`config.mk`:
```
export PLATFORM = sky130hd
export DESIGN_NAME = bw_alu_flags
export DESIGN_NICKNAME = d
export VERILOG_FILES = /design/src/rtl/bwalu_pkg.sv /design/src/rtl/bwalu_addsub.sv /design/src/rtl/bwalu_logic.sv /design/src/rtl/bwalu_bcd.sv /design/src/rtl/bw_alu_flags.sv
export SDC_FILE = /design/constraint.sdc
export NUM_CORES = 1
export LEC_CHECK = 0
export ABC_AREA = 1
export CAP_MARGIN = 20
export CELL_PAD_IN_SITES_DETAIL_PLACEMENT = 0
export CELL_PAD_IN_SITES_GLOBAL_PLACEMENT = 2
export CORE_MARGIN = 5
export CORE_UTILIZATION = 27
export DETAILED_ROUTE_END_ITERATION = 8
export PLACE_DENSITY_LB_ADDON = 0.05
export SYNTH_ARGS = -nofsm -noshare
export SYNTH_HDL_FRONTEND = slang
export SYNTH_SLANG_ARGS = --single-unit
export TNS_END_PERCENT = 100
```
`constraint.sdc`:
```
create_clock -name clk -period 4.1 [get_ports clk]
set_input_delay 0.615 -clock clk [delete_from_list [all_inputs] [get_ports clk]]
set_output_delay 0.615 -clock clk [all_outputs]
set_load 0.01 [all_outputs]
```
`src/rtl/bwalu_pkg.sv`:
```
package bwalu_pkg;

    typedef enum logic [3:0] {
        OP_ADD  = 4'd0,
        OP_ADC  = 4'd1,
        OP_SUB  = 4'd2,
        OP_SBB  = 4'd3,
        OP_CMP  = 4'd4,
        OP_INC  = 4'd5,
        OP_DEC  = 4'd6,
        OP_NEG  = 4'd7,
        OP_AND  = 4'd8,
        OP_OR   = 4'd9,
        OP_XOR  = 4'd10,
        OP_NOT  = 4'd11,
        OP_TEST = 4'd12,
        OP_DADD = 4'd13,
        OP_DSUB = 4'd14,
        OP_UADD = 4'd15
    } alu_op_e;

    typedef struct packed {
        logic of_f;
        logic sf_f;
        logic zf_f;
        logic af_f;
        logic pf_f;
        logic cf_f;
    } alu_flags_t;

endpackage

```
`src/rtl/bwalu_addsub.sv`:
```
module bwalu_addsub #(
    parameter int W = 16
) (
    input  logic [W-1:0] a,
    input  logic [W-1:0] b,
    input  logic         cin,
    input  logic         sub,
    output logic [W-1:0] r,
    output logic         co,
    output logic         hc,
    output logic         ov
);
    localparam int MSB = W - 1;

    logic [W:0] ext;

    always_comb begin
        if (sub) ext = {1'b0, a} - {1'b0, b} - {{W{1'b0}}, cin};
        else     ext = {1'b0, a} + {1'b0, b} + {{W{1'b0}}, cin};
    end

    assign r  = ext[W-1:0];
    assign co = ext[W];
    assign hc = a[4] ^ b[4] ^ r[4];
    assign ov = sub ? ((a[MSB] != b[MSB]) && (r[MSB] != a[MSB]))
                    : ((a[MSB] == b[MSB]) && (r[MSB] != a[MSB]));
endmodule

```
`src/rtl/bwalu_logic.sv`:
```
module bwalu_logic #(
    parameter int W = 16
) (
    input  bwalu_pkg::alu_op_e op,
    input  logic [W-1:0]       a,
    input  logic [W-1:0]       b,
    output logic [W-1:0]       r
);
    import bwalu_pkg::*;

    always_comb begin
        unique case (op)
            OP_OR:   r = a | b;
            OP_XOR:  r = a ^ b;
            OP_NOT:  r = ~a;
            default: r = a & b;
        endcase
    end
endmodule

```
`src/rtl/bwalu_bcd.sv`:
```
module bwalu_bcd #(
    parameter int W = 16
) (
    input  bwalu_pkg::alu_op_e op,
    input  logic [W-1:0]       a,
    input  logic               cf_in,
    input  logic               af_in,
    output logic [W-1:0]       r,
    output logic               cf_out,
    output logic               af_out
);
    import bwalu_pkg::*;

    localparam int HB = W / 2;

    logic [7:0]    lo;
    logic [HB-1:0] hi;
    logic          fix_lo;
    logic          fix_hi;
    logic [7:0]    step;

    assign lo     = a[7:0];
    assign hi     = a[W-1:HB];
    assign fix_lo = (lo[3:0] > 4'd9) || af_in;
    assign fix_hi = (lo > 8'h99) || cf_in;

    always_comb begin
        r      = a;
        cf_out = cf_in;
        af_out = fix_lo;
        step   = lo;
        unique case (op)
            OP_DADD: begin
                step   = fix_lo ? lo + 8'h06 : lo;
                r      = {hi, fix_hi ? step + 8'h60 : step};
                cf_out = fix_hi;
            end
            OP_DSUB: begin
                step   = fix_lo ? lo - 8'h06 : lo;
                r      = {hi, fix_hi ? step - 8'h60 : step};
                cf_out = fix_hi;
            end
            default: begin
                step   = fix_lo ? lo + 8'h06 : lo;
                r      = {fix_lo ? hi + {{(HB-1){1'b0}}, 1'b1} : hi, 4'h0, step[3:0]};
                cf_out = fix_lo;
            end
        endcase
    end
endmodule

```
`src/rtl/bw_alu_flags.sv`:
```
module bw_alu_flags #(
    parameter int WORD_W = 16
) (
    input  logic              clk,
    input  logic              rst_n,
    input  logic              op_valid,
    input  logic [3:0]        op_code,
    input  logic              wide,
    input  logic [WORD_W-1:0] src_a,
    input  logic [WORD_W-1:0] src_b,
    output logic [WORD_W-1:0] result,
    output logic              res_wr,
    output logic [5:0]        flags
);
    import bwalu_pkg::*;

    localparam int HALF_W = WORD_W / 2;

    alu_op_e    op;
    alu_flags_t flag_q;
    alu_flags_t flag_d;

    assign op    = alu_op_e'(op_code);
    assign flags = flag_q;

    // operand steering for the add/subtract cores
    logic [WORD_W-1:0] core_a, core_b;
    logic              core_cin, core_sub;

    always_comb begin
        core_a   = src_a;
        core_b   = src_b;
        core_cin = 1'b0;
        core_sub = 1'b0;
        unique case (op)
            OP_ADC:         core_cin = flag_q.cf_f;
            OP_SUB, OP_CMP: core_sub = 1'b1;
            OP_SBB: begin core_sub = 1'b1; core_cin = flag_q.cf_f; end
            OP_INC:         core_b = {{(WORD_W-1){1'b0}}, 1'b1};
            OP_DEC: begin core_sub = 1'b1; core_b = {{(WORD_W-1){1'b0}}, 1'b1}; end
            OP_NEG: begin core_sub = 1'b1; core_a = '0; core_b = src_a; end
            default: ;
        endcase
    end

    logic [WORD_W-1:0] w_r;
    logic [HALF_W-1:0] b_r;
    logic w_co, w_hc, w_ov, b_co, b_hc, b_ov;

    bwalu_addsub #(.W(WORD_W)) i_core_word (
        .a(core_a), .b(core_b), .cin(core_cin), .sub(core_sub),
        .r(w_r), .co(w_co), .hc(w_hc), .ov(w_ov)
    );

    bwalu_addsub #(.W(HALF_W)) i_core_byte (
        .a(core_a[HALF_W-1:0]), .b(core_b[HALF_W-1:0]), .cin(core_cin), .sub(core_sub),
        .r(b_r), .co(b_co), .hc(b_hc), .ov(b_ov)
    );

    logic [WORD_W-1:0] lg_r;

    bwalu_logic #(.W(WORD_W)) i_logic (
        .op(op), .a(src_a), .b(src_b), .r(lg_r)
    );

    logic [WORD_W-1:0] bcd_r;
    logic              bcd_cf, bcd_af;

    bwalu_bcd #(.W(WORD_W)) i_bcd (
        .op(op), .a(src_a), .cf_in(flag_q.cf_f), .af_in(flag_q.af_f),
        .r(bcd_r), .cf_out(bcd_cf), .af_out(bcd_af)
    );

    // result selection and width merge
    logic [WORD_W-1:0] ar_full, lg_full;
    logic              is_arith, is_logic, is_bcd;
    logic              ar_co, ar_hc, ar_ov;

    assign is_arith = (op_code <= 4'd7);
    assign is_logic = (op == OP_AND) || (op == OP_OR) || (op == OP_XOR) ||
                      (op == OP_TEST) || (op == OP_NOT);
    assign is_bcd   = (op == OP_DADD) || (op == OP_DSUB) || (op == OP_UADD);

    assign ar_full = wide ? w_r : {src_a[WORD_W-1:HALF_W], b_r};
    assign lg_full = wide ? lg_r : {src_a[WORD_W-1:HALF_W], lg_r[HALF_W-1:0]};
    assign ar_co   = wide ? w_co : b_co;
    assign ar_hc   = wide ? w_hc : b_hc;
    assign ar_ov   = wide ? w_ov : b_ov;

    always_comb begin
        if (is_arith)      result = ar_full;
        else if (is_logic) result = lg_full;
        else               result = bcd_r;
    end

    assign res_wr = op_valid && (op != OP_CMP) && (op != OP_TEST);

    // flag policy per operation
    logic res_zero, res_sign, res_par;
    logic wide_eff;

    assign wide_eff = wide && !is_bcd;
    assign res_zero = wide_eff ? (result == '0) : (result[HALF_W-1:0] == '0);
    assign res_sign = wide_eff ? result[WORD_W-1] : result[HALF_W-1];
    assign res_par  = ~^result[7:0];

    always_comb begin
        flag_d = flag_q;
        if (is_arith) begin
            flag_d.cf_f = ((op == OP_INC) || (op == OP_DEC)) ? flag_q.cf_f : ar_co;
            flag_d.af_f = ar_hc;
            flag_d.of_f = ar_ov;
            flag_d.zf_f = res_zero;
            flag_d.sf_f = res_sign;
            flag_d.pf_f = res_par;
        end else if (is_logic && (op != OP_NOT)) begin
            flag_d.cf_f = 1'b0;
            flag_d.of_f = 1'b0;
            flag_d.zf_f = res_zero;
            flag_d.sf_f = res_sign;
            flag_d.pf_f = res_par;
        end else if (is_bcd) begin
            flag_d.cf_f = bcd_cf;
            flag_d.af_f = bcd_af;
            if (op != OP_UADD) begin
                flag_d.zf_f = res_zero;
                flag_d.sf_f = res_sign;
                flag_d.pf_f = res_par;
            end
        end
    end

    always_ff @(posedge clk or negedge rst_n) begin
        if (!rst_n)        flag_q <= '0;
        else if (op_valid) flag_q <= flag_d;
    end

    AST_IDLE_HOLD: assert property (@(posedge clk) disable iff (!rst_n)
        !op_valid |=> $stable(flags));
    AST_STEP_KEEPS_CARRY: assert property (@(posedge clk) disable iff (!rst_n)
        op_valid && (op_code == 4'd5 || op_code == 4'd6) |=> flags[0] == $past(flags[0]));
    AST_LOGIC_CLEARS: assert property (@(posedge clk) disable iff (!rst_n)
        op_valid && (op_code == 4'd8 || op_code == 4'd9 || op_code == 4'd10 || op_code == 4'd12)
        |=> !flags[0] && !flags[5] && flags[2] == $past(flags[2]));
    AST_NOT_HOLDS: assert property (@(posedge clk) disable iff (!rst_n)
        op_valid && op_code == 4'd11 |=> $stable(flags));
    AST_ADD_PARITY: assert property (@(posedge clk) disable iff (!rst_n)
        op_valid && op_code == 4'd0 |=> flags[1] == ~^$past(result[7:0]));
    AST_NEG_MIN_OVF: assert property (@(posedge clk) disable iff (!rst_n)
        op_valid && op_code == 4'd7 && !wide && src_a[7:0] == 8'h80 |=> flags[5]);
endmodule

```
# Word-level counts from Yosys, hierarchy flattened
# Index checks and enable logic that the tools add are counted.
dict set report word_totals {
  latch_bits 0
  word_cells 123
  output_inout_bits 23
  regBits 6
  memories 0
  in_bits 40
  romBits 0
  mem_bits_rw 0
}
dict set report op_classes {
  mux 34
  bitwise 7
  addsub 13
  div_mod_pow 0
  n_eq_ne 27
  magnitude_cmp 3
  n_shift 0
  n_reduce_logical 33
  mul 0
}
# cell n
set op_table {}
lappend op_table {{$mux 16} 5}
lappend op_table {{$pmux 16 s2} 2}
lappend op_table {{$pmux 16 s3} 1}
lappend op_table {{$mux 8} 5}
lappend op_table {{$eq 4x4->1 const B} 8}
lappend op_table {{$add 16x16->17} 1}
lappend op_table {{$add 17x1->17} 1}
lappend op_table {{$mux 17} 1}
lappend op_table {{$sub 16x16->17} 1}
lappend op_table {{$sub 17x1->17} 1}
lappend op_table {{$and 16x16->16} 1}
lappend op_table {{$eq 4x3->1 const B} 4}
lappend op_table {{$logic_not 16->1} 1}
lappend op_table {{$not 16->16} 1}
lappend op_table {{$or 16x16->16} 1}
lappend op_table {{$xor 16x16->16} 1}
lappend op_table {{$mux 1} 14}
lappend op_table {{$ne 4x4->1 const B} 3}
lappend op_table {{$add 8x8->9} 1}
lappend op_table {{$add 9x1->9} 1}
lappend op_table {{$logic_or 1x1->1} 9}
lappend op_table {{$mux 9} 1}
lappend op_table {{$reduce_and 3->1} 3}
lappend op_table {{$sub 8x8->9} 1}
lappend op_table {{28 further kinds} 49}

# Logic depth before layout (Yosys ltp)
dict set report logic_depth {
  depth_word 14
  mapped_depth 29
  ltp_nobuf 28
}

# Hierarchy
# A second synthesis with hierarchy kept.
dict set report unflattened {
  cells_unflattened 1171
  hier_area_um2 6757.7
}
# module area_each_um2 cells_each seq_area_each_um2 n_inst
set modules_own_cells {}
lappend modules_own_cells {{bwalu_addsub at i_core_word} 2237.1 375 0.0 1}
lappend modules_own_cells {bw_alu_flags 1589.0 322 150.1 1}
lappend modules_own_cells {bwalu_logic 1149.9 175 0.0 1}
lappend modules_own_cells {{bwalu_addsub at i_core_byte} 984.7 156 0.0 1}
lappend modules_own_cells {bwalu_bcd 797.0 143 0.0 1}

# Worst setup path before layout
# No wires, ideal clock.
dict set report synth_timing {
  kind {input port to output port}
  start {in op_code[2]}
  end {out result[15]}
  t_arrival_ns 3.301
  path_slack_ns 0.184
  path_buffers 1
  required_time_ns 3.485
  path_stages 21
  path_cell_list {inv_1 > nor2_1 > inv_1 > nor2_1 > clkbuf_1 > o22ai_1 > ha_1 > clkinv_1 > ha_1 > nand2_1 > nor2_1 > inv_1 > nor3_1 > nand2_2 > nand2_1 > nand2_1 > nand3_1 > nand3_1 > nand2_1 > nand2_1 > inv_2}
}
dict set report synth_via {
  elab_chain_cells 8
  word_cells_on_any_way 37
  classes_between {add/sub (4); order compare (1); eq/ne (14); mux (11); reduce/logical (7)}
}
# element line_no
set synth_rtl {}
lappend synth_rtl {{from (decl)} bw_alu_flags.sv:7} ;# input logic [3:0] op_code,
lappend synth_rtl {{$eq 4x3->1} bw_alu_flags.sv:35} ;# unique case (op)
lappend synth_rtl {{$reduce_or 2->1 (no source line)} -}
lappend synth_rtl {{$pmux 16 s2} bw_alu_flags.sv:35}
lappend synth_rtl {{$add 16x16->17 / $sub 16x16->17 (equally long branches)} {bwalu_addsub.sv:19, bwalu_addsub.sv:18}}
lappend synth_rtl {{$add 17x1->17 / $sub 17x1->17 (equally long branches)} {bwalu_addsub.sv:19, bwalu_addsub.sv:18}}
lappend synth_rtl {{$mux 17} bwalu_addsub.sv:18} ;# if (sub) ext = {1'b0, a} - {1'b0, b} - {{W{1'b0}}, cin};
lappend synth_rtl {{$mux 16} bw_alu_flags.sv:84} ;# assign ar_full = wide ? w_r : {src_a[WORD_W-1:HALF_W], b_r};
lappend synth_rtl {{$mux 16 *} bw_alu_flags.sv:91} ;# if (is_arith) result = ar_full;
lappend synth_rtl {{to (decl)} bw_alu_flags.sv:11} ;# output logic [WORD_W-1:0] result,
# Mark *: on every way between the ends. The rest lies on a longest branch, timed or not.

# Worst setup path in the final report
dict set report layout_timing {
  start {in op_code[3]}
  end {reg flag_q (netlist bit flags[0])}
}
dict set report layout_via {
  elab_chain_cells 9
  word_cells_on_any_way 52
  classes_between {add/sub (8); order compare (1); eq/ne (17); mux (12); reduce/logical (14)}
}
# element line_no
set layout_rtl {}
lappend layout_rtl {{$eq 4x3->1} {bw_alu_flags.sv:35, bw_alu_flags.sv:110}}
lappend layout_rtl {{$reduce_or 2->1 (no source line)} -}
lappend layout_rtl {{$pmux 16 s2} bw_alu_flags.sv:35}
lappend layout_rtl {{$add 16x16->17 (tied with other cells)} bwalu_addsub.sv:19} ;# else ext = {1'b0, a} + {1'b0, b} + {{W{1'b0}}, cin};
lappend layout_rtl {{$add 17x1->17 (tied with other cells)} bwalu_addsub.sv:19}
lappend layout_rtl {{$mux 17 / $mux 9 (equally long branches)} bwalu_addsub.sv:18}
lappend layout_rtl {{$mux 1} bw_alu_flags.sv:86} ;# assign ar_co = wide ? w_co : b_co;
lappend layout_rtl {{$mux 1} bw_alu_flags.sv:110} ;# flag_d.cf_f = ((op == OP_INC) || (op == OP_DEC)) ? flag_q.cf_f : ar_co;
lappend layout_rtl {{$mux 6} bw_alu_flags.sv:109} ;# if (is_arith) begin
lappend layout_rtl {{to (signal assigned)} bw_alu_flags.sv:135} ;# else if (op_valid) flag_q <= flag_d;
lappend layout_rtl {{to (decl)} bw_alu_flags.sv:20} ;# alu_flags_t flag_q;
# Several ways; a longest one is shown, not always the timed one. The select of a mux whose other input is x is not followed.
# A chain may end at the register's enable or synchronous reset.

==> impl_metrics.csv <==
group,metric,value,unit
status,status,"finished, final reports clean",
yosys,syn-cell-area,5228,um2
global_route,gr-usage-met2,0.3444,
yosys,synth-async-reset-ratio,1.000,
global_route,antenna_found_initial,0,
routing,drtAntennaViolNets,0,
cells_and_area,antennaDiodeCount,0,
routing,dr.pass1.iters,5,
floorplanning,die_w,149.1,um
floorplanning,die-area,22240,um2
yosys,synthDistinctLibCells,49,
cts,cts_buffers,3,
routing,vias,6815,
yosys,synth-seq-cells,6,
setup_path,path_common_cell,"buf_4",
power_and_ir_drop,p_leak,4.492,nW
routing,drt_wl_total,22810,um
sta,relSlewSlack,0.5266,
power_and_ir_drop,p_clk_frac,0.088,
global_route,grt_pass1_vias,6578,
placed_design,io_buffers,62,
placed_design,pre_cts_slack,-0.9803,ns
global_route,grt_util_met1,0.2906,
cts,cts_root_buf,"clkbuf_16",
global_route,grt_use_met3,0.009723,
setup_path,critical_path.max_stage_delay,0.15,ns
cells_and_area,fin_nets,1347,
global_route,track_usage,0.2027,
floorplanning,die_height,149.1,um
cells_and_area,fillers,2138,
yosys,synth_edf_count,0,
setup_path,worstSetupStartpointType,"input pin",
cells_and_area,syn_to_final_growth,60.15,%
power_and_ir_drop,internal_power,0.9057,mW
global_route,grt_busiest_layer,"met2",
cts,tritoncts,"done",
flow_run,cap_violations,0,
worst_hold_path,hold_class,"flip-flop to flip-flop",
cts,clock_sinks,6,
power_and_ir_drop,p_sw_frac,0.4882,
placed_design,routabilityCongestion,0.8445,
setup_path,cp_max_fo,2,
yosys,ys_seq_area_frac,0.02872,
setup_path,cp.required,4.26,ns
placed_design,dp_hpwl,19050,um
global_route,grt_overflow,0,
power_and_ir_drop,p_switching,0.8640,mW
yosys,synthCells,955,
routing,vias_per_cell,4.614,
floorplanning,ioPinCount,63,
power_and_ir_drop,sequentialPowerShare,0.046,
floorplanning,core.rowCount,50,
sta,setup_tns,0,ns
sta,rsz0062_at_grt,"yes",
setup_path,cpMaxStageDelayCell,"nor2_4",
sta,max_slew.worst_pin.slew,0.7026,ns
global_route,grt_max_degree,31,
sta,finalHoldViolCount,0,
sta,fmax,250.4,MHz
cts,cts_buffer_depth,2,
sta,timing.final.crit_share,0.9740,
setup_path,cp.arrival,4.15,ns
routing,wire_per_inst,15.44,um
sta,period_needed,3.994,ns
cts,clkTransAtPathRegs,0.03,ns
setup_path,critPathKind,"input pin to flip-flop",
sta,slew_violations,0,
cts,insertion_delay,0.23,ns
yosys,syn_area_per_cell,5.474,um2
power_and_ir_drop,powerDensity,211.4,nW/um2
sta,setup_viol,0,
routing,drt_iter0_drc,358,
yosys,yosys_warnings,0,
setup_path,cp-end-kind,"flip-flop",
yosys,ys.flop_type,"dfrtp_1",
global_route,grt_pass1_wl,35940,um
floorplanning,initial_core_util,0.2767,
cts,cts_hold_buffers,0,
yosys,synth_nets,1083,
floorplanning,core-area,18890,um2
sta,setup_ws,0.1065,ns
cells_and_area,drive_above_1_share,0.3155,
power_and_ir_drop,comb_power_share,0.865,
cells_and_area,largest_reg_flops,6,
cts,cts_max_level,1,
sta,fin_worst_skew,0.001152,ns
power_and_ir_drop,vdd_ir_drop_max,0.1131,mV
routing,drt_drc_violations_left,0,
==> final cells by class <==
cell class / instances / area, um2 / area share
Sequential cell: 6 / 150.1 / 0.01793
Inverter: 189 / 710.7 / 0.08489
Timing Repair Buffer: 279 / 2291 / 0.2737
Multi-Input combinational cell: 740 / 4820 / 0.5757
Tap cell: 260 / 325.3 / 0.03886
Clock buffer: 3 / 75.07 / 0.008967
==> metrics by stage <==
stage	total power, mW	util	area [um2]	hold WS, ns	cells
4_1_cts	1.739	0.4313	8149	0.4773	1476
5_1_grt	1.945	0.4431	8372	0.4936	1477
3_5_place_dp	1.451	0.3944	7451	0.4675	1442
6_report	1.770	0.4431	8372	0.4704	1477
2_1_floorplan	0.8018	-	5228	0.3194	955
3_3_place_gp	1.455	0.3944	7451	0.4629	1442
==> what timing repair did <==
item                       CTS  global route
pin swaps                   35            19
setup endpoints to repair   18            17
buffers inserted            31             2
resized for setup          123            72
==> kinds of logic after synthesis <==
family                     synth area share
AOI/OAI and AO/OA                    0.1534
xor gates and xnor gates            0.02681
adders and majority gates            0.2164
buffers and inverters                0.1618
DFF                                 0.02872
muxes                              0.001915
and+or+nand+nor                      0.4110
==> synthesized netlist by cell type, types with 5 or more instances <==
library cell | count | share of area
nand2_2 | 10 | 0.012
nand2_1 | 279 | 0.20
xnor2_1 | 5 | 0.0084
buf_4 | 5 | 0.0072
nor2_1 | 83 | 0.060
a21oi_1 | 50 | 0.048
dfrtp_1 | 6 | 0.029
nand3_1 | 78 | 0.075
inv_1 | 176 | 0.13
o21ai_1 | 9 | 0.0086
xor2_1 | 11 | 0.018
inv_2 | 10 | 0.0072
buf_6 | 5 | 0.011
clkbuf_1 | 5 | 0.0036
o22ai_1 | 18 | 0.022
nor2_4 | 5 | 0.011
nand4_1 | 11 | 0.013
o21ai_0 | 39 | 0.037
o2111ai_1 | 6 | 0.010
ha_1 | 84 | 0.20
==> per-layer routing <==
metal  wire length, um  vias to the layer above
met1             11060                     3105
li1                  -                     3563
met4               215                        0
met2             10550                      132
met5                 0                        -
met3               978                       15
==> power groups by stage <==
stage	clock [mW]	combinational, mW	sequential, mW
2_1_floorplan	0	0.717	0.0846
3_3_place_gp	0	1.37	0.0829
3_5_place_dp	0	1.37	0.0829
4_1_cts	0.159	1.50	0.0823
5_1_grt	0.164	1.70	0.0844
6_report	0.156	1.53	0.0819
==> worst paths after layout <==
kind                             from  endpoint  slack [ns]  cells after the start
max                        op_code[3]  flags[0]        0.11                     31
min                          flags[3]  flags[3]        0.47                      2
max reg2reg                  flags[0]  flags[1]        0.64                     20
min reg2reg                  flags[3]  flags[3]        0.47                      2
max in group asynchronous       rst_n  flags[5]        3.25                      1
min in group asynchronous       rst_n  flags[2]        0.63                      1
==> worst max-delay path, delay by kind of cell <==
family / cells / cell delay [ns]
AOI/OAI and AO/OA: 3 / 0.30
buffers and inverters: 26 / 3.02
and+or+nand+nor: 2 / 0.22
==> cells in the final DEF, fill, tap and decap left out, types with 5 or more instances in the layout <==
cell,n
buf_4,208
inv_1,160
ha_4,14
nand3_2,17
xnor2_1,5
buf_6,8
inv_2,26
o22ai_2,11
xor2_1,11
dlygate4sd2_1,6
o2111ai_1,6
a21oi_2,8
dfrtp_1,6
a21oi_1,43
o21ai_1,14
nand2_2,21
ha_1,68
o21ai_0,33
nand2_1,264
nand3_1,61
nor2_2,15
nor2_1,67
clkdlybuf4s50_1,41
nand4_1,11
nor2_4,10
nand2_4,8
Power figures use the tool's default switching activity.
